--- config.mk ---
export PLATFORM = sky130hd
export DESIGN_NAME = rdo_readout_seq
export DESIGN_NICKNAME = d
export VERILOG_FILES = /design/src/rtl/rdo_pkg.sv /design/src/rtl/rdo_edge_sync.sv /design/src/rtl/rdo_timeout.sv /design/src/rtl/rdo_chain_fsm.sv /design/src/rtl/rdo_readout_seq.sv
export SDC_FILE = /design/constraint.sdc
export NUM_CORES = 1
export LEC_CHECK = 0
export BUFFER_PORTS_ARGS = -buffer_cell sky130_fd_sc_hd__buf_4
export CAP_MARGIN = 15
export CORE_MARGIN = 8
export CORE_UTILIZATION = 45
export CTS_BUF_LIST = sky130_fd_sc_hd__clkbuf_8
export DETAILED_ROUTE_END_ITERATION = 10
export GPL_TIMING_DRIVEN = 0
export PLACE_DENSITY = 0.87
export SYNTH_ARGS = -nofsm -noshare
export SYNTH_HDL_FRONTEND = slang
export SYNTH_SLANG_ARGS = --single-unit
--- constraint.sdc ---
create_clock -name clk -period 7 [get_ports clk]
set_clock_uncertainty 0.1 [all_clocks]
set_input_delay 0.7 -clock clk [delete_from_list [all_inputs] [get_ports clk]]
set_output_delay 0.7 -clock clk [all_outputs]
set_load 0.03 [all_outputs]
--- src/rtl/rdo_pkg.sv ---
package rdo_pkg;
   typedef enum logic [2:0] {
      PH_IDLE,
      PH_WAIT,
      PH_SHOW,
      PH_POP,
      PH_DONE
   } rdo_phase_t;

   localparam int unsigned RDO_BUFS = 2;
endpackage

--- src/rtl/rdo_edge_sync.sv ---
module rdo_edge_sync #(
   parameter int unsigned STAGES   = 2,
   parameter bit          FALL_REG = 1'b0
) (
   input  logic clk,
   input  logic rst_n,
   input  logic d_async,
   output logic fall_o
);
   localparam int unsigned TOP = STAGES - 1;

   if (STAGES < 2) begin : g_bad_stages
      $error("rdo_edge_sync: STAGES must be at least 2");
   end

   logic [STAGES-1:0] sq;
   logic              last_q;
   logic              fall_raw;

   always_ff @(posedge clk or negedge rst_n) begin
      if (!rst_n) begin
         sq     <= '0;
         last_q <= 1'b0;
      end else begin
         sq     <= {sq[STAGES-2:0], d_async};
         last_q <= sq[TOP];
      end
   end

   assign fall_raw = last_q & ~sq[TOP];

   if (FALL_REG) begin : g_reg
      logic fall_q;
      always_ff @(posedge clk or negedge rst_n) begin
         if (!rst_n) fall_q <= 1'b0;
         else        fall_q <= fall_raw;
      end
      assign fall_o = fall_q;
   end else begin : g_comb
      assign fall_o = fall_raw;
   end
endmodule

--- src/rtl/rdo_timeout.sv ---
module rdo_timeout #(
   parameter int unsigned LIMIT = 256
) (
   input  logic clk,
   input  logic rst_n,
   input  logic run_i,
   input  logic ack_i,
   output logic expire_o
);
   localparam int unsigned CW = $clog2(LIMIT + 1);

   if (LIMIT < 2) begin : g_bad_limit
      $error("rdo_timeout: LIMIT must be at least 2");
   end

   logic [CW-1:0] cnt_q;

   always_ff @(posedge clk or negedge rst_n) begin
      if (!rst_n)               cnt_q <= '0;
      else if (run_i && !ack_i) cnt_q <= cnt_q + 1'b1;
      else                      cnt_q <= '0;
   end

   assign expire_o = run_i && !ack_i && (cnt_q == CW'(LIMIT - 1));
endmodule

--- src/rtl/rdo_chain_fsm.sv ---
module rdo_chain_fsm
   import rdo_pkg::*;
#(
   parameter int unsigned DW = 32
) (
   input  logic                         clk,
   input  logic                         rst_n,
   input  logic                         trig_fall_i,
   input  logic                         reject_i,
   input  logic                         done_rst_i,
   input  logic                         ack_i,
   input  logic                         tmo_i,
   input  logic [RDO_BUFS-1:0]          empty_i,
   input  logic [RDO_BUFS-1:0][DW-1:0]  data_i,
   output logic                         val_ack_o,
   output logic                         start_o,
   output logic                         link_o,
   output logic                         end_o,
   output logic                         ready_o,
   output logic [DW-1:0]                data_o,
   output logic [RDO_BUFS-1:0]          pop_o,
   output logic                         show_o
);
   rdo_phase_t          phase_q;
   logic                sel_q;
   logic                abort;
   logic [DW-1:0]       data_q;
   logic [RDO_BUFS-1:0] pop_q;

   always_comb begin
      abort = 1'b0;
      unique case (phase_q)
         PH_WAIT, PH_POP: abort = reject_i;
         PH_SHOW:         abort = reject_i || tmo_i;
         default:         abort = 1'b0;
      endcase
   end

   always_ff @(posedge clk or negedge rst_n) begin
      if (!rst_n) begin
         phase_q   <= PH_IDLE;
         sel_q     <= 1'b0;
         val_ack_o <= 1'b0;
         start_o   <= 1'b0;
         link_o    <= 1'b0;
         end_o     <= 1'b0;
         ready_o   <= 1'b0;
         data_q    <= '0;
         pop_q     <= '0;
      end else begin
         pop_q <= '0;
         if (done_rst_i) begin
            phase_q   <= PH_IDLE;
            sel_q     <= 1'b0;
            val_ack_o <= 1'b0;
            start_o   <= 1'b0;
            link_o    <= 1'b0;
            end_o     <= 1'b0;
            ready_o   <= 1'b0;
         end else if (abort) begin
            phase_q <= PH_DONE;
            start_o <= 1'b0;
            link_o  <= 1'b0;
            end_o   <= 1'b1;
            ready_o <= 1'b0;
         end else begin
            unique case (phase_q)
               PH_IDLE: begin
                  if (trig_fall_i) begin
                     val_ack_o <= 1'b1;
                     start_o   <= 1'b1;
                     sel_q     <= 1'b0;
                     phase_q   <= PH_WAIT;
                  end
               end
               PH_WAIT: begin
                  if (!empty_i[sel_q]) begin
                     data_q  <= data_i[sel_q];
                     ready_o <= 1'b1;
                     phase_q <= PH_SHOW;
                  end else if (!sel_q) begin
                     start_o <= 1'b0;
                     link_o  <= 1'b1;
                     sel_q   <= 1'b1;
                  end else begin
                     end_o   <= 1'b1;
                     phase_q <= PH_DONE;
                  end
               end
               PH_SHOW: begin
                  if (ack_i) begin
                     ready_o      <= 1'b0;
                     pop_q[sel_q] <= 1'b1;
                     phase_q      <= PH_POP;
                  end
               end
               PH_POP:  phase_q <= PH_WAIT;
               default: phase_q <= phase_q;
            endcase
         end
      end
   end

   assign data_o = data_q;
   assign pop_o  = pop_q;
   assign show_o = (phase_q == PH_SHOW);
endmodule

--- src/rtl/rdo_readout_seq.sv ---
module rdo_readout_seq
   import rdo_pkg::*;
#(
   parameter int unsigned DW          = 32,
   parameter int unsigned EVW         = 4,
   parameter int unsigned SYNC_STAGES = 2,
   parameter int unsigned TMO_CYCLES  = 256
) (
   input  logic           clk,
   input  logic           rst_n,
   input  logic           trig_in,
   input  logic           valid_in,
   input  logic [EVW-1:0] evnum_in,
   input  logic           reject_in,
   input  logic           done_rst_in,
   input  logic           ack_in,
   input  logic           fifo0_empty_i,
   input  logic [DW-1:0]  fifo0_data_i,
   input  logic           fifo1_empty_i,
   input  logic [DW-1:0]  fifo1_data_i,
   output logic           val_ack_o,
   output logic           start_ro_o,
   output logic           link_end_o,
   output logic           end_ro_o,
   output logic           ready_o,
   output logic [DW-1:0]  data_o,
   output logic [EVW-1:0] evnum_o,
   output logic           pop0_o,
   output logic           pop1_o
);
   if (DW < 1 || EVW < 1) begin : g_bad_width
      $error("rdo_readout_seq: widths must be positive");
   end

   logic                        trig_fall;
   logic                        valid_fall;
   logic                        tmo;
   logic                        show;
   logic [RDO_BUFS-1:0]         empty_v;
   logic [RDO_BUFS-1:0][DW-1:0] data_v;
   logic [RDO_BUFS-1:0]         pop_v;
   logic [EVW-1:0]              evnum_q;

   assign empty_v   = {fifo1_empty_i, fifo0_empty_i};
   assign data_v[0] = fifo0_data_i;
   assign data_v[1] = fifo1_data_i;

   rdo_edge_sync #(.STAGES(SYNC_STAGES), .FALL_REG(1'b0)) u_trig_sync (
      .clk     (clk),
      .rst_n   (rst_n),
      .d_async (trig_in),
      .fall_o  (trig_fall)
   );

   rdo_edge_sync #(.STAGES(SYNC_STAGES), .FALL_REG(1'b0)) u_valid_sync (
      .clk     (clk),
      .rst_n   (rst_n),
      .d_async (valid_in),
      .fall_o  (valid_fall)
   );

   rdo_timeout #(.LIMIT(TMO_CYCLES)) u_tmo (
      .clk      (clk),
      .rst_n    (rst_n),
      .run_i    (show),
      .ack_i    (ack_in),
      .expire_o (tmo)
   );

   rdo_chain_fsm #(.DW(DW)) u_fsm (
      .clk         (clk),
      .rst_n       (rst_n),
      .trig_fall_i (trig_fall),
      .reject_i    (reject_in),
      .done_rst_i  (done_rst_in),
      .ack_i       (ack_in),
      .tmo_i       (tmo),
      .empty_i     (empty_v),
      .data_i      (data_v),
      .val_ack_o   (val_ack_o),
      .start_o     (start_ro_o),
      .link_o      (link_end_o),
      .end_o       (end_ro_o),
      .ready_o     (ready_o),
      .data_o      (data_o),
      .pop_o       (pop_v),
      .show_o      (show)
   );

   // event number is taken only on the synchronised falling strobe
   always_ff @(posedge clk or negedge rst_n) begin
      if (!rst_n)          evnum_q <= '0;
      else if (valid_fall) evnum_q <= evnum_in;
   end

   assign evnum_o = evnum_q;
   assign pop0_o  = pop_v[0];
   assign pop1_o  = pop_v[1];
endmodule

---- Word-level counts from Yosys, hierarchy flattened ----
Index checks and enable logic that the tools add are counted.
W data, S select, Z words.
storage, ports and cells
  bits in writable memories ............... 0
  bits in read-only memories .............. 0
  word-level logic and storage cells ...... 111
  register bits ........................... 62
  latch bits .............................. 0
  memories ................................ 0
cells by class
  reduce and logical (&&, ||, !) cells .... 24
  divide/modulo/power cells ............... 0
  add/subtract/negate cells ............... 1
  equality and inequality tests ........... 14
  multipliers ............................. 0
  shifts and indexed selects .............. 0
  bitwise operators ....................... 7
  muxes and demuxes ....................... 48
  $lt $le $gt $ge ......................... 2
operators with widths
  operator               count
  $mux W32               2
  $mux W1                29
  $mux W3                6
  $reduce_and A4 Y1      4
  $ne A4 B3 Y1 const B   3
  $pmux W3 S4            1
  $reduce_and A3 Y1      4
  $reduce_bool A3 Y1     4
  $add A9 B1 Y9 const B  1
  $eq A9 B8 Y1 const B   1
  $mux W9                1
  $mux W2                4
  $pmux W1 S2            4
  $reduce_bool A4 Y1     2
  $eq A3 B2 Y1 const B   2
  $ne A3 B3 Y1 const B   2
  $reduce_bool A6 Y1     1
  $ne A5 B3 Y1 const B   1
  $not A1 Y1             5
  $ne A4 B2 Y1 const B   1
  $ne A4 B4 Y1 const B   1
  $reduce_bool A2 Y1     2
  $eq A3 B1 Y1 const B   1
  $logic_and A1 B1 Y1    3
  other kinds (10)       11

---- Logic depth before layout (Yosys ltp) ----
  word-level depth ........................ 8
  mapped depth ............................ 9
  gate-level depth less buffers ........... 8

---- Hierarchy ----
From an unflattened synthesis, not the netlist that was laid out.
unflattened totals
  cells, all modules ...................... 258
  area, all modules ....................... 2,810.2 um2
modules (own cells, without submodules)
  module           area an instance (um2)  cells an instance  times used  sequential area each (um2)
  rdo_chain_fsm    2,068.2                 200                1           1,076.0
  rdo_timeout      419.2                   42                 1           225.2
  rdo_edge_sync    88.8                    4                  2           75.1
  rdo_readout_seq  145.1                   8                  1           100.1

---- Least setup slack after synthesis ----
No wires, ideal clock.
  path kind ............................... register to register
  start ................................... register u_tmo.cnt_q[0]
  end ..................................... register u_fsm.data_q[10] (netlist: u_fsm.data_o[10])
  stages on the path, launching flop included .. 10
  path slack .............................. 4.724 ns
  setup time .............................. 0.125 ns
  arrival time ............................ 2.052 ns
  data required time ...................... 6.775 ns
  path buffers ............................ 1
  cells stage by stage .................... dfrtp_1 ha_1 nand3_1 nor2_1 ha_1 nor3b_1 o22a_2 nor3_4 buf_6 mux2_2
between the ends
  cells in the longest elaborated chain, start to end .. 6
ends and longest elaborated chain
  element                             RTL line             text
  start: declaration                  rdo_timeout.sv:16    logic [CW-1:0] cnt_q;
  start signal: assignment            rdo_timeout.sv:20    else if (run_i && !ack_i) cnt_q <= cnt_q + 1'b1;
  $eq A9 B8 Y1                        rdo_timeout.sv:24    assign expire_o = run_i && !ack_i && (cnt_q == CW'(LIMIT - 1));
  $logic_and A1 B1 Y1                 rdo_timeout.sv:24
  $logic_or A1 B1 Y1                  rdo_chain_fsm.sv:34  PH_SHOW: abort = reject_i || tmo_i;
  $pmux W1 S2                         rdo_chain_fsm.sv:32  unique case (phase_q)
  $not A1 Y1 (no source line)         --
  $reduce_and A4 Y1 (no source line)  --
  end signal: assignment              rdo_chain_fsm.sv:78  data_q <= data_i[sel_q];
  end: declaration                    rdo_chain_fsm.sv:27  logic [DW-1:0] data_q;
Every way passes these cells.
A chain may end at the register's enable or synchronous reset.

---- Final worst setup path ----
  start ................................... register u_tmo.cnt_q[0]
  end ..................................... register u_fsm.data_q[23] (netlist: u_fsm.data_o[23])
Same word-level chain as after synthesis.

==> metrics <==
status complete, no violations; io pins 120; Post-Syn Area around 2800 µm²; flop-to-flop setup slack ~4.5 ns; CTS Hold Bufs 0; CP max FO 10; top_reg_cell synth dfrtp_1; first-pass GRT wire length roughly 12000 µm; Detail Route Antenna Nets 0; final worst-path cycle share between 30% and 40%; area delta synth->final 43.31%; R2R depth 9; largest net degree at the start of global routing 63; DRC Markers 0; Final Wtd Congestion 0.8644; initial antenna violation count 0; post-synthesis sequential area ratio between 50% and 60%; placed instance count just over 400; Rows 29; Starting DRT DRC Count 50; most frequent cells in the layout buf_4, mux2_2, dfrtp_1, nor2_1, clkbuf_8; Critical R2R Launch u_tmo.cnt_q[0]$_DFF_PN0_; max cap viols 0; crit path time final ~2.5 ns; Synth Area in XOR/XNOR under 10%; Post-Route WL slightly above 7000 µm; leakage power 1.898 nW; Adder-Cell Fraction of Synth Area less than 1%; max-slew violations 0; number of global-route vias before repair 2441; DR pass1 iterations 4; Final setup viols 0; CP Class flop to flop; share of cells above drive strength 1 60.17%; Total Die Area approximately 9100 µm²; setup_tns 0 ns; simple-gate share of the synthesized area 8.282%; CP startpoint kind flop; Slew @ Worst Pin about 0.78 ns; total gr overflow 0; CP Data Required Time 7.10 ns; die span in x 95.24 µm; vias per cell 5.028; Wirelength per Cell 16.81 µm; Fmax achieved between 300 and 400 MHz; PwrDens around 400 nW/µm²; Post-synth EDFFs 0; crit path DAT 2.64 ns; largest family of logic cells by synthesized area multiplexers; final-layout fill cell count between 400 and 500; hold crit path type flop to flop; critical path capture point type flop; Netlist cell types 33; CTS H-tree lvls 3; CTS tree built; Synthesis Warnings 0; peak supply drop about 0.23 mV; unrepaired setup endpoints after global routing false; Nets about 420; CP endpoint u_fsm.data_o[23]$_DFFE_PN0P_; Reg clk slew, reported paths roughly 0.07 ns; PortBufs between 100 and 150; CTS Sinks 62; clock root buffer clkbuf_8; Clk Latency, worst-skew pair roughly 0.32 ns; Worst setup startpoint u_tmo.cnt_q[0]$_DFF_PN0_; height of the die 95.24 µm; Num CTS Buffers 9; post-synthesis net count roughly 290; hpwl dp about 5600 µm; PostCTS Resize Cnt 0; Ant. Diodes 0; R2R Path End u_fsm.data_o[23]$_DFFE_PN0P_; count of final hold-check violations 0; compound-cell area share of the yosys netlist under 10%; initial core utilization between 40% and 50%; commonest non-fill, non-tap cell in the layout buf_4; asr flop ratio synth 100.0%; total track usage between 15 and 20%; syn avg cell area 13.20 µm²; Rel. slew slack roughly half; flops & latches, synth 62; maximum clock insertion buffer count 2; via count about 2100; Final Instance Count excl. Fillers around 430; Post-CTS Setup Bufs 0; gate count of the mapped netlist roughly 210; mux cell area share after synthesis a little over a quarter; core area ~6200 µm²
[report_power, final]
part           switching [W]  leakage (nW)  internal (W)
clock               0.000129         0.124      0.000228
combinational       0.000394         0.995      0.000316
sequential         0.0000728         0.779      0.000476
[cells by family (layout without fill, tap and decap cells)]
| family | Yosys count | in the layout |
|---|---|---|
| DFF | 62 | 62 |
| muxes | 68 | 68 |
| AOI/OAI and AO/OA | 18 | 18 |
| and+or+nand+nor | 43 | 43 |
| adders and majority gates | 2 | 2 |
| buffers and inverters | 15 | 150 |
| xor gates and xnor gates | 6 | 6 |
[final cells by class]
cell class                 instances  area [µm²]  share of cell area [%]
buffer                             8       53.80                   1.329
inverter                           7       26.28                  0.6489
timing repair buffer             119       893.4                   22.06
sequential                        62        1551                   38.32
clock buffer                      12       165.2                   4.079
tap                               77       96.34                   2.379
clock inverter                     4       68.82                   1.700
multi-input combinational        137        1194                   29.48
[per-layer routing]
metal / global-route usage (%) / share of wire (%) / vias to the layer above
met4: 6.372 / 1.4 / 0
met5: 0 / 0 / -
met3: 6.535 / 11 / 10
li1: - / - / 1019
met1: 17.29 / 36 / 1021
met2: 28.37 / 52 / 92
[through the flow]
| stage | instance area, µm² | worst slack, ns | hold slack, ns | power, W | util (%) |
|---|---|---|---|---|---|
| 4_1_cts | 4049 | 4.431 | 0.2476 | 0.001637 | 65.26 |
| 3_3_place_gp | 3815 | 4.468 | 0.2351 | 0.001248 | 61.48 |
| 3_5_place_dp | 3815 | 4.449 | 0.2371 | 0.001274 | 61.48 |
| 6_report | 4049 | 4.468 | 0.2472 | 0.001615 | 65.26 |
| 5_1_grt | 4049 | 4.319 | 0.2541 | 0.001702 | 65.26 |
| 2_1_floorplan | 2825 | 4.724 | 0.2312 | 0.0009885 | - |
[worst max-delay path: stages (launching register included)]
cell and delay [ns]:
dfrtp_1 0.39, ha_1 0.22, nand3_1 0.15, nor2_1 0.07, ha_1 0.18, nor3b_1 0.15, o22a_2 0.29, nor3_4 0.30
buf_6 0.21, mux2_2 0.35
[cell usage after synthesis (2+ instances only)]
| cell | instances | area [µm²] |
|---|---|---|
| nand2b_1 | 2 | 12.51 |
| o21ai_0 | 5 | 25.02 |
| clkbuf_1 | 3 | 11.26 |
| nor2_1 | 15 | 56.30 |
| a21oi_1 | 5 | 25.02 |
| nor3_1 | 3 | 15.01 |
| nand3_1 | 4 | 20.02 |
| and2_1 | 2 | 12.51 |
| dfrtp_1 | 62 | 1551 |
| ha_1 | 2 | 25.02 |
| and3_1 | 3 | 18.77 |
| a211oi_1 | 2 | 15.01 |
| xor2_1 | 2 | 17.52 |
| mux2_2 | 67 | 754.5 |
| inv_1 | 7 | 26.28 |
| buf_6 | 3 | 33.78 |
| nor2b_1 | 3 | 18.77 |
| xnor2_1 | 4 | 35.03 |
| nand2_1 | 6 | 22.52 |
[how the worst min path moves through the flow]
stage | end | slack (ns) | startpoint | depth (start not counted)
floorplan | u_trig_sync.sq[1]$_DFF_PN0_ | 0.23 | u_trig_sync.sq[0]$_DFF_PN0_ | 0
global placement | u_valid_sync.sq[1]$_DFF_PN0_ | 0.24 | u_valid_sync.sq[0]$_DFF_PN0_ | 0
detailed placement | u_trig_sync.sq[1]$_DFF_PN0_ | 0.24 | u_trig_sync.sq[0]$_DFF_PN0_ | 0
CTS | u_trig_sync.sq[1]$_DFF_PN0_ | 0.25 | u_trig_sync.sq[0]$_DFF_PN0_ | 0
global route | u_trig_sync.sq[1]$_DFF_PN0_ | 0.25 | u_trig_sync.sq[0]$_DFF_PN0_ | 0
finish | u_trig_sync.sq[1]$_DFF_PN0_ | 0.25 | u_trig_sync.sq[0]$_DFF_PN0_ | 0
[state kept, by name, indices dropped and copies added, names as in the netlist, 2 cells and up]
register,count
u_trig_sync.sq,2
u_fsm.data_o,32
evnum_o,4
u_fsm.pop_o,2
u_fsm.phase_q,3
u_valid_sync.sq,2
u_tmo.cnt_q,9
Power figures use the tool's default switching activity.
